[src/rtl/sef_pkg.sv]
package sef_pkg;

    localparam int NSTREAM     = 8;
    localparam int NKIND       = 5;
    localparam int PER_WORD    = 4;
    localparam int NWORD       = NSTREAM / PER_WORD;
    localparam int WORD_W      = 32;
    localparam int ADDR_W      = 2;
    localparam int PAIR_STRIDE = 16;
    localparam int GROUP_W     = 6;

    // Event kinds, in the order used for the per-stream flag vectors.
    typedef enum logic [2:0] {
        K_FIFO = 3'd0,
        K_DM   = 3'd1,
        K_TE   = 3'd2,
        K_HT   = 3'd3,
        K_TC   = 3'd4
    } kind_e;

    typedef enum logic {
        FL_IDLE = 1'b0,
        FL_PEND = 1'b1
    } flag_state_e;

    typedef enum logic [ADDR_W-1:0] {
        RA_STAT_LO = 2'd0,
        RA_STAT_HI = 2'd1,
        RA_CLR_LO  = 2'd2,
        RA_CLR_HI  = 2'd3
    } reg_addr_e;

    // Offset of a kind inside its stream's group; group bit 1 is reserved.
    function automatic int kind_pos(input int k);
        return (k == 0) ? 0 : k + 1;
    endfunction

    // Base bit of the group for a slot (0..3) within a status word.
    function automatic int group_base(input int slot);
        return (slot / 2) * PAIR_STRIDE + (slot % 2) * GROUP_W;
    endfunction

    function automatic logic [WORD_W-1:0] valid_mask();
        logic [WORD_W-1:0] m;
        m = '0;
        for (int s = 0; s < PER_WORD; s++)
            for (int k = 0; k < NKIND; k++)
                m[group_base(s) + kind_pos(k)] = 1'b1;
        return m;
    endfunction

endpackage

[src/rtl/sef_flag_cell.sv]
module sef_flag_cell
    import sef_pkg::*;
(
    input  logic clk,
    input  logic rst,
    input  logic set_i,
    input  logic clr_i,
    output logic pend_o
);

    flag_state_e state_q, state_d;

    always_ff @(posedge clk) begin
        if (rst) state_q <= FL_IDLE;
        else     state_q <= state_d;
    end

    always_comb begin
        state_d = state_q;
        unique case (state_q)
            FL_IDLE: if (set_i)            state_d = FL_PEND;  // ARM
            FL_PEND: if (clr_i && !set_i)  state_d = FL_IDLE;  // ACK, else HOLD
            default:                       state_d = FL_IDLE;
        endcase
    end

    assign pend_o = (state_q == FL_PEND);

endmodule

[src/rtl/sef_stream.sv]
module sef_stream
    import sef_pkg::*;
(
    input  logic             clk,
    input  logic             rst,
    input  logic [NKIND-1:0] ev_i,
    input  logic [NKIND-1:0] clr_i,
    input  logic [NKIND-1:0] en_i,
    output logic [NKIND-1:0] flag_o,
    output logic             irq_o
);

    for (genvar k = 0; k < NKIND; k++) begin : g_cell
        sef_flag_cell u_cell (
            .clk    (clk),
            .rst    (rst),
            .set_i  (ev_i[k]),
            .clr_i  (clr_i[k]),
            .pend_o (flag_o[k])
        );
    end

    assign irq_o = |(flag_o & en_i);

endmodule

[src/rtl/sef_regmap.sv]
module sef_regmap
    import sef_pkg::*;
(
    input  logic [NSTREAM-1:0][NKIND-1:0] flags_i,
    input  logic                          wr_en,
    input  logic [ADDR_W-1:0]             wr_addr,
    input  logic [WORD_W-1:0]             wr_data,
    input  logic [ADDR_W-1:0]             rd_addr,
    output logic [NSTREAM-1:0][NKIND-1:0] clr_o,
    output logic [NWORD-1:0][WORD_W-1:0]  words_o,
    output logic [WORD_W-1:0]             rd_data
);

    logic [NWORD-1:0] clr_hit;

    for (genvar w = 0; w < NWORD; w++) begin : g_word
        localparam reg_addr_e CLR_ADDR = (w == 0) ? RA_CLR_LO : RA_CLR_HI;
        assign clr_hit[w] = wr_en && (wr_addr == CLR_ADDR);
    end

    for (genvar s = 0; s < NSTREAM; s++) begin : g_map
        localparam int W    = s / PER_WORD;
        localparam int BASE = group_base(s % PER_WORD);
        for (genvar k = 0; k < NKIND; k++) begin : g_kind
            localparam int POS = BASE + kind_pos(k);
            assign clr_o[s][k] = clr_hit[W] && wr_data[POS];
        end
    end

    always_comb begin
        words_o = '0;
        for (int s = 0; s < NSTREAM; s++)
            for (int k = 0; k < NKIND; k++)
                words_o[s / PER_WORD][group_base(s % PER_WORD) + kind_pos(k)] = flags_i[s][k];
    end

    always_comb begin
        unique case (reg_addr_e'(rd_addr))
            RA_STAT_LO: rd_data = words_o[0];
            RA_STAT_HI: rd_data = words_o[NWORD-1];
            RA_CLR_LO:  rd_data = '0;
            RA_CLR_HI:  rd_data = '0;
            default:    rd_data = '0;
        endcase
    end

endmodule

[src/rtl/stream_event_flags.sv]
module stream_event_flags
    import sef_pkg::*;
(
    input  logic               clk,
    input  logic               rst,
    input  logic [NSTREAM-1:0] ev_fifo_err,
    input  logic [NSTREAM-1:0] ev_dm_err,
    input  logic [NSTREAM-1:0] ev_xfer_err,
    input  logic [NSTREAM-1:0] ev_half,
    input  logic [NSTREAM-1:0] ev_done,
    input  logic [NSTREAM-1:0] en_fifo_err,
    input  logic [NSTREAM-1:0] en_dm_err,
    input  logic [NSTREAM-1:0] en_xfer_err,
    input  logic [NSTREAM-1:0] en_half,
    input  logic [NSTREAM-1:0] en_done,
    input  logic               wr_en,
    input  logic [ADDR_W-1:0]  wr_addr,
    input  logic [WORD_W-1:0]  wr_data,
    input  logic [ADDR_W-1:0]  rd_addr,
    output logic [WORD_W-1:0]  rd_data,
    output logic [WORD_W-1:0]  status_lo,
    output logic [WORD_W-1:0]  status_hi,
    output logic [NSTREAM-1:0] irq
);

    logic [NSTREAM-1:0][NKIND-1:0] flags, clrs;
    logic [NWORD-1:0][WORD_W-1:0]  words;

    for (genvar s = 0; s < NSTREAM; s++) begin : g_strm
        logic [NKIND-1:0] ev_s, en_s;
        assign ev_s = {ev_done[s], ev_half[s], ev_xfer_err[s], ev_dm_err[s], ev_fifo_err[s]};
        // FIFO-fault enable arrives on its own path
        assign en_s = {en_done[s], en_half[s], en_xfer_err[s], en_dm_err[s], en_fifo_err[s]};

        sef_stream u_stream (
            .clk    (clk),
            .rst    (rst),
            .ev_i   (ev_s),
            .clr_i  (clrs[s]),
            .en_i   (en_s),
            .flag_o (flags[s]),
            .irq_o  (irq[s])
        );
    end

    sef_regmap u_map (
        .flags_i (flags),
        .wr_en   (wr_en),
        .wr_addr (wr_addr),
        .wr_data (wr_data),
        .rd_addr (rd_addr),
        .clr_o   (clrs),
        .words_o (words),
        .rd_data (rd_data)
    );

    assign status_lo = words[0];
    assign status_hi = words[NWORD-1];

endmodule

[config.mk]
export PLATFORM = sky130hd
export DESIGN_NAME = stream_event_flags
export DESIGN_NICKNAME = d
export VERILOG_FILES = /design/src/rtl/sef_pkg.sv /design/src/rtl/sef_flag_cell.sv /design/src/rtl/sef_stream.sv /design/src/rtl/sef_regmap.sv /design/src/rtl/stream_event_flags.sv
export SDC_FILE = /design/constraint.sdc
export NUM_CORES = 1
export LEC_CHECK = 0
export ABC_AREA = 1
export BUFFER_PORTS_ARGS = -buffer_cell sky130_fd_sc_hd__buf_4
export CAP_MARGIN = 10
export CORE_MARGIN = 1.5
export CORE_UTILIZATION = 41
export CTS_CLUSTER_SIZE = 16
export DETAILED_ROUTE_END_ITERATION = 10
export GPL_TIMING_DRIVEN = 0
export MAX_ROUTING_LAYER = met4
export PLACE_DENSITY = 0.83
export SLEW_MARGIN = 20
export SYNTH_ARGS = -nofsm -noshare
export SYNTH_HDL_FRONTEND = slang
export SYNTH_SLANG_ARGS = --single-unit
[constraint.sdc]
create_clock -name clk -period 1 [get_ports clk]
set_clock_uncertainty 0.2 [all_clocks]
set_input_delay 0 -clock clk [delete_from_list [all_inputs] [get_ports clk]]
set_output_delay 0 -clock clk [all_outputs]
set_load 0.05 [all_outputs]
==> metrics.md, run 1 <==
| Metric | Value |
|---|---|
| IO Pins | `223` |
| Detail Route Antenna Nets | `0` |
| Layout Nets | `838` |
| Clock buffer depth | `2` |
| Max FFs per register | `40` |
| Lkg Pwr | `0.00326 µW` |
| Post-DP HPWL | `8130 µm` |
| # DRC | `0` |
| Critical Path RT | `0.80 ns` |
| Die area | `7760 µm²` |
| First-iteration detailed-routing DRC count | `817` |
| Worst rel slew slack | `36.8%` |
| Launching element type of the critical path | `flop` |
| Hold-fix buffers, CTS | `60` |
| Origin of the worst min-delay path | `wr_en` |
| Layout cells sized above 1 | `63.3%` |
| Slew Viols, Final | `0` |
| Power per cell area | `1050 nW/µm²` |
| Crit path capture type | `primary output` |
| Hold Path Class | `input port to flop` |
| Fin crit period | `1.44 ns` |
| Core area | `6910 µm²` |
| Slew @ Worst Pin | `0.948 ns` |
| CTS root buffer | `clkbuf_8` |
| Total grt overflow | `0` |
| Main synth FF type | `dfxtp_1` |
| Post-synth top area share | `27.0%` |
| Max FO, Critical Path | `4` |
| Initial antenna violation count | `2` |
| Top cells by area, synth | `dfxtp_1, buf_4, nand2_1` |
| Register area share after synthesis | `27.0%` |
| Rows | `30` |
| Hold Worst Slack | `-0.0785 ns` |
| Synth Cell Area | `2970 µm²` |
| Setup ws final | `-0.442 ns` |
| Die W | `88.1 µm` |
| Status | `finished with violations` |
| Post-Place Setup Slack | `-0.160 ns` |
| Fill cell count | `144` |
| Setup Viol. Count Final | `94` |
| Final period util | `144%` |
| Critical path launch point | `g_strm[7].u_stream.g_cell[2].u_cell.pend_o` |
| Top-count cell post-synth | `buf_4` |
| First-pass GRT wire length | `26200 µm` |
| Critical path class | `flop to primary output` |
| Post-synth EDFFs | `0` |
| Starting Density | `43.0%` |
| Synth cell count leaders | `buf_4, nand2_1, inv_1` |
| Dpl cells | `728` |
| Failing checks | `negative hold slack, negative setup slack` |
| 1st-pass router iterations | `10` |
| Clock tree from TritonCTS | `built` |
| Fin. Hold Viols | `18` |
| Average size of a mapped cell | `6.97 µm²` |
| RSZ-0062 raised after global routing | `true` |
| Area grow syn2layout | `124%` |
| Sink Count | `40` |
| Routability cong. | `0.848` |
| Synth area leader | `dfxtp_1` |
| Yosys reg bits | `40` |
| VDD IR max | `0.675 mV` |
| Fin cells | `815` |
| FF-to-FF Start | `g_strm[0].u_stream.g_cell[3].u_cell.pend_o` |
| Input/output buffers | `171` |
| Fmax | `0.694 GHz` |
| Total wire length | `23000 µm` |
| Slowest cell on crit path | `dfxtp_4` |
| Post-Synthesis Cells | `426` |
| Synth unique cells | `16` |
| Tot GR Track Use | `47.3%` |
| Post-synth ARST share | `0%` |
| Final Instance Area | `6660 µm²` |
| Synth Warn # | `0` |
| Crit path arrival time | `1.24 ns` |
| Vias/cell | `6.43` |
| Worst-path cell chain | `nand2_2 -> nand3_2 -> nand3b_1 -> buf_8` |
| Worst skew pair latency | `0.30 ns` |
| H-tree levels | `2` |
| Placed cell areas | `4580 µm²` |
| CTS Buf Count | `5` |
| Largest net degree at the start of global routing | `11` |
| Vias in the first global route | `4984` |
| WL/cell | `28.3 µm` |
| Slowest cell delay on critical path | `0.38 ns` |
| Reg clk slew, reported paths | `0.09 ns` |
| Vias | `5238` |
| Die height | `88.1 µm` |
| Max cap viols | `0` |
## layer usage
layer  up-vias  global-route usage (%)  share of wire [%]
li1       1845                       -                  -
met1      2269                    44.4                 29
met2       756                    78.7                 43
met3       368                    17.2                 15
met4         0                    35.5                 13
met5         -                       -                  0
## per-stage QoR
step | total power (µW) | utilization, % | TNS, ns
final | 7020 | 96.4 | -19.28
after detailed placement | 4530 | 66.3 | -2.63
after global placement | 4490 | 66.3 | -2.16
after floorplan | 3720 | - | -0.563
after global routing | 7150 | 96.4 | -21.56
after CTS | 6300 | 91.3 | -13.25
## path summary, 6_finish.rpt
check,to,slack (ns),depth (start not counted)
max reg2reg,g_strm[0].u_stream.g_cell[3].u_cell.pend_o,-0.13,4
max,irq[7],-0.44,4
min,g_strm[7].u_stream.g_cell[2].u_cell.pend_o,-0.08,4
min reg2reg,g_strm[3].u_stream.g_cell[4].u_cell.pend_o,0.35,2
## power by group
part	internal [µW]	leakage (µW)	switching, µW
clock network	453	0.0000360	655
registers	1710	0.000351	195
logic	1700	0.00288	2310
## repair_timing
item                                    in CTS  in global routing
resized for setup                          269                117
endpoints found under the setup margin      68                 94
setup buffers                               36                 14
hold endpoints to repair                    40                 29
pin swaps                                   39                 32
## worst max-delay path, delay by kind of cell (launching register included)
kind | cells | cell delay, ns
flops | 1 | 0.38
simple gates | 3 | 0.38
buf+inv | 1 | 0.17
## kinds of logic (layout without fill, tap and decap cells)
family / after synthesis / after routing / share of synthesized area [%]
compound gates: 60 / 60 / 12.6
flops: 40 / 40 / 27.0
buf+inv: 168 / 424 / 34.7
other cells: 1 / 38 / 0.126
simple gates: 157 / 157 / 25.6
## cells in the final DEF (no fill, tap or decap), types with 6 or more instances in the layout
| cell type | count |
|---|---|
| buf_8 | 51 |
| o21ai_2 | 9 |
| nand3_4 | 8 |
| inv_2 | 11 |
| inv_1 | 48 |
| dfxtp_4 | 26 |
| buf_6 | 87 |
| nand2_4 | 6 |
| nand4_1 | 40 |
| nand2_1 | 46 |
| a21oi_1 | 18 |
| dlygate4sd3_1 | 53 |
| nand3b_1 | 8 |
| nand3_2 | 17 |
| conb_1 | 36 |
| buf_2 | 6 |
| a21oi_2 | 21 |
| dlymetal6s4s_1 | 7 |
| buf_4 | 144 |
| nand2_2 | 28 |
| o21ai_4 | 11 |
| dfxtp_2 | 14 |
## layout make-up
type                    count  area, µm²  share of cell area, %
well taps                  96        120                   1.80
multi-input cells         253       1740                   26.2
plain buffers              88        773                   11.6
clock buffers               5       68.8                   1.03
inverters                  62        241                   3.63
diodes                      2       5.00                 0.0752
flip-flops and latches     40        916                   13.8
repair buffers            269       2790                   41.9
Note: power is estimated with default switching activity, not from simulation.
==> run 2: changes to the inputs <==
--- a/config.mk
+++ b/config.mk
@@ -10,11 +10,12 @@
 export CAP_MARGIN = 10
 export CORE_MARGIN = 1.5
 export CORE_UTILIZATION = 41
+export CTS_BUF_LIST = sky130_fd_sc_hd__clkbuf_16
 export CTS_CLUSTER_SIZE = 16
 export DETAILED_ROUTE_END_ITERATION = 10
-export GPL_TIMING_DRIVEN = 0
+export GPL_TIMING_DRIVEN = 1
 export MAX_ROUTING_LAYER = met4
-export PLACE_DENSITY = 0.83
+export PLACE_DENSITY = 0.89
 export SLEW_MARGIN = 20
 export SYNTH_ARGS = -nofsm -noshare
 export SYNTH_HDL_FRONTEND = slang
==> metrics.md, run 2 (synthesis results as in run 1) <==
| Metric | Value |
|---|---|
| Most common cell after layout, fill and taps aside | `buf_4` |
| CP top delay family | `flip-flops` |
| Fin crit period | `1.35 ns` |
| 1st-pass router iterations | `4` |
| Routability cong. | `0.850` |
| Crit path arrival time | `1.15 ns` |
| Sequential standard cell area | `928 µm²` |
| VDD IR max | `0.737 mV` |
| Layout Nets | `782` |
| Failing checks | `negative hold slack, negative setup slack` |
| Die area | `7760 µm²` |
| Multi-input logic area | `1700 µm²` |
| Critical Path RT | `0.80 ns` |
| Clock tree from TritonCTS | `built` |
| Crit path capture type | `primary output` |
| Setup Viol. Count Final | `75` |
| Fill cell count | `265` |
| Hold-fix buffers, CTS | `60` |
| Power per cell area | `1100 nW/µm²` |
| Critical path class | `flop to primary output` |
| Sink Count | `40` |
| Slew Viols, Final | `0` |
| H-tree levels | `2` |
| IO Pins | `223` |
| Dpl cells | `657` |
| Total grt overflow | `0` |
| Largest net degree at the start of global routing | `41` |
| Total wire length | `15600 µm` |
| Tot GR Track Use | `33.4%` |
| Hold Path Class | `input port to flop` |
| Vias/cell | `5.29` |
| Fin. Hold Viols | `38` |
| RSZ-0062 raised after global routing | `true` |
| Worst skew pair latency | `0.27 ns` |
| Detail Route Antenna Nets | `0` |
| Fin cells | `758` |
| Setup TNS | `-10.97 ns` |
| Vias in the first global route | `3859` |
| Initial antenna violation count | `1` |
| # DRC | `0` |
| Max FO, Critical Path | `3` |
| Input/output buffers | `174` |
| Hold Worst Slack | `-0.0551 ns` |
| Worst-path cell chain | `nand2_2 -> nand3_2 -> nand3b_1 -> buf_6` |
| Die W | `88.1 µm` |
| Setup ws final | `-0.347 ns` |
| First-iteration detailed-routing DRC count | `194` |
| Reg clk slew, reported paths | `0.06 ns` |
| Slowest cell on crit path | `dfxtp_4` |
| Max cap viols | `0` |
| Status | `finished with violations` |
| Most frequent cells in the layout | `buf_4, buf_6, dlygate4sd3_1, nand2_1, inv_1` |
| Vias | `4010` |
| Lkg Pwr | `0.00298 µW` |
| CTS root buffer | `clkbuf_16` |
| Final Core Density | `90.1%` |
| Post-DP HPWL | `7070 µm` |
| Starting Density | `43.0%` |
| Rows | `30` |
| Core area | `6910 µm²` |
| Max FFs per register | `40` |
| WL/cell | `20.6 µm` |
| Die height | `88.1 µm` |
| Clock buffer depth | `2` |
| CTS Buf Count | `5` |
| Layout cells sized above 1 | `59.0%` |
| Slowest cell delay on critical path | `0.36 ns` |
| Area grow syn2layout | `110%` |
| First-pass GRT wire length | `19000 µm` |
| Fmax | `0.743 GHz` |
| Final period util | `135%` |
| Launching element type of the critical path | `flop` |
| Crit path buffers/inverters | `1` |
| Reg2Reg Setup Slack | `-0.09 ns` |
-- run 2: through the flow --
| step | setup slack, ns | power (µW) | area, µm² |
|---|---|---|---|
| finish | -0.347 | 6840 | 6220 |
| global route | -0.387 | 7030 | 6220 |
| CTS | -0.310 | 6390 | 5690 |
| detailed placement | -0.179 | 4300 | 4150 |
| global placement | -0.135 | 4260 | 4150 |
| floorplan | -0.0566 | 3720 | 3170 |
-- run 2: area by class of cell --
class | count | area share (%)
clock buffers | 5 | 2.01
flip-flops and latches | 40 | 14.9
inverters | 62 | 3.82
repair buffers | 300 | 49.9
diodes | 1 | 0.0402
well taps | 96 | 1.93
multi-input cells | 254 | 27.4
-- run 2: worst paths after layout --
kind,start,end,cells past startpoint
max,g_strm[1].u_stream.g_cell[1].u_cell.pend_o,irq[1],4
min,rst,g_strm[0].u_stream.g_cell[2].u_cell.pend_o,3
max reg2reg,g_strm[7].u_stream.g_cell[0].u_cell.pend_o,g_strm[7].u_stream.g_cell[0].u_cell.pend_o,4
min reg2reg,g_strm[3].u_stream.g_cell[1].u_cell.pend_o,g_strm[3].u_stream.g_cell[1].u_cell.pend_o,2
-- run 2: power by group --
| group | internal, µW | total, µW | switching (µW) |
|---|---|---|---|
| sequential | 1710 | 1890 | 189 |
| combinational | 1490 | 3460 | 1980 |
| clock | 882 | 1480 | 601 |
| total | 4070 | 6840 | 2770 |
-- run 2: what timing repair did --
action                                 4_1_cts  5_1_grt
buffers inserted                            14       28
endpoints found under the hold margin       40       40
pin swaps                                   46       19
setup endpoints to repair                   68       80
cloned                                       0        1
gates resized for setup                    237      104
-- run 2: metal layers --
metal | track usage [%] | wire [µm] | part of all wire [%] | up-vias
met5 | - | 0 | 0 | -
met4 | 17.6 | 966 | 6.2 | 0
met3 | 7.26 | 1340 | 8.6 | 85
met2 | 62.5 | 8360 | 54 | 309
met1 | 31.7 | 4920 | 32 | 1872
li1 | - | - | - | 1744
-- run 2: worst register-to-register path, stage by stage (launching register included) --
cell and delay, ns:
dfxtp_4 0.38, buf_6 0.11, buf_6 0.09, nand2_2 0.07
a21oi_2 0.16
